## config.mk

```make
export PLATFORM = sky130hd
export DESIGN_NAME = tlg_gate
export DESIGN_NICKNAME = d
export VERILOG_FILES = /design/src/rtl/tlg_pkg.sv /design/src/rtl/tlg_cfg_regs.sv /design/src/rtl/tlg_wsum.sv /design/src/rtl/tlg_cmp.sv /design/src/rtl/tlg_gate.sv
export SDC_FILE = /design/constraint.sdc
export NUM_CORES = 1
export LEC_CHECK = 0
export BUFFER_PORTS_ARGS = -buffer_cell sky130_fd_sc_hd__buf_4
export CORE_MARGIN = 5
export CORE_UTILIZATION = 60
export DETAILED_ROUTE_END_ITERATION = 8
export PLACE_DENSITY = 0.8
export SYNTH_ARGS = -nofsm -noshare
export SYNTH_HDL_FRONTEND = slang
export SYNTH_HIERARCHICAL = 1
export SYNTH_SLANG_ARGS = --single-unit
```

## constraint.sdc

```tcl
create_clock -name clk -period 5.1 [get_ports clk]
set_input_delay 1.02 -clock clk [delete_from_list [all_inputs] [get_ports clk]]
set_output_delay 1.02 -clock clk [all_outputs]
set_load 0.005 [all_outputs]
```

## src/rtl/tlg_pkg.sv

```systemverilog
package tlg_pkg;
  // width needed to hold a sum of n signed ww-bit terms without overflow
  function automatic int sum_width(input int n, input int ww);
    return ww + $clog2(n) + 1;
  endfunction
endpackage

```

## src/rtl/tlg_cfg_regs.sv

```systemverilog
module tlg_cfg_regs #(
  parameter int N_IN  = 3,
  parameter int W_W   = 8,
  parameter int IDX_W = 2
) (
  input  logic                       clk,
  input  logic                       rst,
  input  logic                       cfg_we,
  input  logic [IDX_W-1:0]           cfg_idx,
  input  logic [W_W-1:0]             cfg_data,
  output logic [N_IN-1:0][W_W-1:0]   wt_q,
  output logic [W_W-1:0]             thr_q
);
  logic [W_W-1:0] wt_r [N_IN];
  logic [W_W-1:0] thr_r;

  for (genvar i = 0; i < N_IN; i++) begin : g_wt
    always_ff @(posedge clk) begin
      if (rst) wt_r[i] <= '0;
      else if (cfg_we && (cfg_idx == IDX_W'(i))) wt_r[i] <= cfg_data;
    end
    assign wt_q[i] = wt_r[i];

    // an indexed write lands in that weight on the next edge
    p_wt_write_r5: assert property (@(posedge clk) disable iff (rst)
      (cfg_we && (cfg_idx == IDX_W'(i))) |=> (wt_r[i] == $past(cfg_data)));
    // no enable, no change
    p_wt_hold_r6: assert property (@(posedge clk) disable iff (rst)
      !cfg_we |=> $stable(wt_r[i]));
  end

  always_ff @(posedge clk) begin
    if (rst) thr_r <= '0;
    else if (cfg_we && (cfg_idx == IDX_W'(N_IN))) thr_r <= cfg_data;
  end
  assign thr_q = thr_r;

  p_thr_write_r5: assert property (@(posedge clk) disable iff (rst)
    (cfg_we && (cfg_idx == IDX_W'(N_IN))) |=> (thr_r == $past(cfg_data)));
  p_thr_hold_r6: assert property (@(posedge clk) disable iff (rst)
    !cfg_we |=> $stable(thr_r));
endmodule

```

## src/rtl/tlg_wsum.sv

```systemverilog
module tlg_wsum #(
  parameter int N_IN = 3,
  parameter int W_W  = 8,
  parameter int S_W  = 11
) (
  input  logic                      clk,
  input  logic                      rst,
  input  logic [N_IN-1:0]           x_in,
  input  logic [N_IN-1:0][W_W-1:0]  wt_q,
  output logic signed [S_W-1:0]     sum
);
  localparam int SUM_MAX = ((1 << (W_W - 1)) - 1) * N_IN;
  localparam int SUM_MIN = -(1 << (W_W - 1)) * N_IN;

  logic signed [S_W-1:0] acc [N_IN+1];
  assign acc[0] = '0;

  for (genvar i = 0; i < N_IN; i++) begin : g_term
    logic signed [S_W-1:0] term;
    always_comb begin
      if (x_in[i]) term = {{(S_W - W_W){wt_q[i][W_W-1]}}, wt_q[i]};
      else         term = '0;
    end
    assign acc[i+1] = acc[i] + term;
  end

  assign sum = acc[N_IN];

  // no active input means an empty sum
  p_zero_in_r2: assert property (@(posedge clk) disable iff (rst)
    (x_in == '0) |-> (sum == '0));
  // sum stays within the range of n extreme weights
  p_no_overflow_r7: assert property (@(posedge clk) disable iff (rst)
    (int'(sum) >= SUM_MIN) && (int'(sum) <= SUM_MAX));
endmodule

```

## src/rtl/tlg_cmp.sv

```systemverilog
module tlg_cmp #(
  parameter int W_W = 8,
  parameter int S_W = 11
) (
  input  logic signed [S_W-1:0] sum,
  input  logic [W_W-1:0]        thr_q,
  output logic                  y
);
  logic signed [S_W-1:0] thr_ext;
  assign thr_ext = {{(S_W - W_W){thr_q[W_W-1]}}, thr_q};
  assign y = (sum >= thr_ext);
endmodule

```

## src/rtl/tlg_gate.sv

```systemverilog
module tlg_gate
  import tlg_pkg::*;
#(
  parameter int N_IN = 3,
  parameter int W_W  = 8,
  localparam int IDX_W = $clog2(N_IN + 1),
  localparam int S_W   = sum_width(N_IN, W_W)
) (
  input  logic             clk,
  input  logic             rst,
  input  logic             cfg_we,
  input  logic [IDX_W-1:0] cfg_idx,
  input  logic [W_W-1:0]   cfg_data,
  input  logic [N_IN-1:0]  x_in,
  output logic             y_out
);
  logic [N_IN-1:0][W_W-1:0] wt_q;
  logic [W_W-1:0]           thr_q;
  logic signed [S_W-1:0]    sum;

  tlg_cfg_regs #(.N_IN(N_IN), .W_W(W_W), .IDX_W(IDX_W)) u_regs (
    .clk(clk), .rst(rst), .cfg_we(cfg_we), .cfg_idx(cfg_idx),
    .cfg_data(cfg_data), .wt_q(wt_q), .thr_q(thr_q));

  tlg_wsum #(.N_IN(N_IN), .W_W(W_W), .S_W(S_W)) u_sum (
    .clk(clk), .rst(rst), .x_in(x_in), .wt_q(wt_q), .sum(sum));

  tlg_cmp #(.W_W(W_W), .S_W(S_W)) u_cmp (
    .sum(sum), .thr_q(thr_q), .y(y_out));

  // with no active input the decision reduces to threshold <= 0
  p_allzero_dec_r3: assert property (@(posedge clk) disable iff (rst)
    (x_in == '0) |-> (y_out == ($signed(thr_q) <= 0)));
endmodule

```

==> impl_metrics.tcl <==
set metrics [dict create \
    outcome "finished, final reports clean" \
    critPathMaxStageDelay_ns 0.57 \
    wl_per_cell_um 14.76 \
    powerDensity_nw_per_um2 296.3 \
    cap_violations 0 \
    slew_headroom_pct 51.86 \
    cts-root-buf "clkbuf_8" \
    critPathSlowestCell "fa_1" \
    areaGrowthSynthToFinish_pct 13.90 \
    fin_tns_setup_ns 0 \
    max-vdd-ir-drop_v 0.0003109 \
    cp_top_family "adder cells" \
    syn_nets 268 \
    gr-total-overflow 0 \
    async_flop_share_pct 0 \
    synth_area_um2 2287 \
    dp_slack_ns 0.04955 \
    synth_warnings 6 \
    cts.reportedPaths.clkPinSlew_ns 0.06 \
    gp_congestion 0.7907 \
    dr.pass1.iters 4 \
    maxSlewViolCount 0 \
    start_kind "primary input" \
    grt_pass1_vias 1481 \
    drc_errors 0 \
    grt_start_max_net_pins 23 \
    crit_chain "buf_4, nand2_1, fa_1, inv_1, ha_4, a211oi_2, nor3_2, a2111oi_4, buf_4, a21o_1, ha_1, nand4_1, nor2_1, a21oi_1, o22ai_1, buf_4" \
    worstPathRequired_ns 4.08 \
    dpl.hpwl_um 3404 \
    crit_path_end_kind "output pin" \
    clockBufferDepth 2 \
    cts_tree "done" \
    yosysUniqueCellTypes 36 \
    instances_no_fill 295 \
    cp.arrival_ns 3.99 \
    io_pins 17 \
    start_util_pct 62.01 \
    grt_pass1_wl_um 6817 \
    placedCellCount 285 \
    critical_path.most_common_cell "buf_4" \
    skew_ns 0 \
    cts_buffers 5 \
    final_nets 290 \
    drtIter0Drc 47 \
    cts_sinks 32 \
    synth_edf_count 24 \
    routed_wl_um 4354 \
    n_fill_cell 284 \
    die_x_um 71.74 \
    fin_ws_ns 0.09466 \
    ctsHoldBuffers 0 \
    r2r_slack_ns 4.47 \
    avgSynthCellArea_um2 10.21 \
    n_antenna_cell 0 \
    dieArea_um2 5147 \
    synthCells 224 \
    setup_violations 0 \
    routed-via-count 1559 \
    critical_path_class "primary input to output pin" \
    fmax_ghz 0.1998 \
    hp-class "flip-flop to flip-flop" \
    min_period_ns 5.005 \
    hold_violations 0 \
    core_um2 3689 \
    critPathMaxFanout 8 \
    vias_per_cell 5.285 \
    ant_nets 0 \
    clk_latency_ns 0.27 \
    htree_levels 2 \
    yosys_most_used_dff "edfxtp_1" \
    ys_ff_latch 32 \
    cp_num_buf_inv 4 \
    numPortBuffers 16 \
    drive_above_1_share_pct 14.57 \
    die_h_um 71.74 \
    p_leak_nw 1.098 \
    antenna_found_initial 0 \
    fin_crit_sh_pct 98.14 \
    worst-slew-pin-transition_ns 0.7206 \
    grt_use_total_pct 17.31 \
    rows 22 \
    ys_seq_area_share_pct 38.51 \
]
layout make-up:
| class | instances | area [µm²] | area share, % |
|---|---|---|---|
| well taps | 48 | 60.06 | 2.305 |
| repair buffers | 18 | 135.1 | 5.187 |
| flip-flops and latches | 32 | 880.8 | 33.81 |
| inverters | 29 | 108.9 | 4.179 |
| clock inverters | 3 | 42.54 | 1.633 |
| multi-input cells | 160 | 1309 | 50.24 |
| clock buffers | 5 | 68.82 | 2.642 |
final timing paths:
| kind | startpoint | endpoint | depth (start not counted) |
|---|---|---|---|
| max reg2reg | u_regs/thr_q[4] | u_regs/thr_q[4] | 2 |
| min reg2reg | u_regs/thr_q[5] | u_regs/thr_q[5] | 2 |
| min | u_regs/thr_q[5] | u_regs/thr_q[5] | 2 |
| max | x_in[2] | y_out | 16 |
sequential cells by signal, indices dropped and copies added (netlist names):
| name | cells |
|---|---|
| u_regs/thr_q | 8 |
| u_regs/wt_r | 24 |
tightest hold or removal path, cell delays in order (launching register included):
cell and delay, ns:
dfxtp_1 0.31, nand2b_1 0.06, mux2i_1 0.06
placed cells by master, fill, tap and decap left out, types with 2 or more instances in the layout:
master	n
o21ai_0	3
a21oi_2	2
nand3_1	4
inv_1	29
and2_1	27
xnor2_1	4
dfxtp_1	8
clkbuf_8	5
fa_1	9
nor2b_1	3
ha_1	18
buf_4	18
nor2_1	5
nand2_1	24
o21bai_1	3
edfxtp_1	24
mux2i_1	8
a21o_1	2
a21oi_1	8
nand2b_1	17
o211ai_1	3
nand4_1	2
kinds of logic after synthesis:
family                     synth area share, %
AOI/OAI and AO/OA                        8.534
xor gates and xnor gates                 1.532
adders and majority gates                18.27
buffers and inverters                    5.962
DFF                                      38.51
muxes                                    3.501
and+or+nand+nor                          23.69
power breakdown:
part / switching, mW / internal [mW] / leakage, nW
Sequential: 0.00568 / 0.297 / 0.301
Combinational: 0.126 / 0.110 / 0.743
Clock: 0.0892 / 0.144 / 0.0541
Total: 0.221 / 0.551 / 1.10
synth_stat cells (2+ instances only):
master	number	share of area, %
o21ai_0	4	0.88
nand2_1	24	3.9
nand3_1	4	0.88
nor3_1	2	0.44
nor2b_1	3	0.82
o21bai_1	3	0.98
edfxtp_1	24	32
mux2i_1	8	3.5
nor2_1	5	0.82
o211ai_1	3	0.98
xnor2_1	4	1.5
a211oi_1	2	0.66
ha_1	19	10
inv_1	29	4.8
nand4_1	2	0.55
nand2b_1	17	4.6
a21o_1	2	0.66
fa_1	9	7.9
dfxtp_1	8	7.0
a21oi_1	9	2.0
and2_1	27	7.4
buf_6	2	0.98
metal layers:
metal | GRT usage, % | part of all wire [%] | vias to the layer above
met5 | 0 | 0 | -
met3 | 2.945 | 3.5 | 4
met2 | 31.22 | 52 | 30
met4 | 5.010 | 0.71 | 0
met1 | 21.07 | 44 | 727
li1 | - | - | 798
through the flow:
step	hold WS (ns)	total power, mW	util [%]	instance area, µm²
after floorplan	0.4482	0.4686	-	2287
after global placement	0.4605	0.5234	66.15	2440
after detailed placement	0.4641	0.5289	66.15	2440
after CTS	0.4797	0.7621	69.17	2551
after global routing	0.4889	0.8152	70.62	2605
final	0.4775	0.7718	70.62	2605
repair_timing:
action                     in CTS  in global routing
resized for setup               0                  6
setup endpoints to repair       0                  1
buffers inserted                0                  2
(Power assumes the default switching activity.)
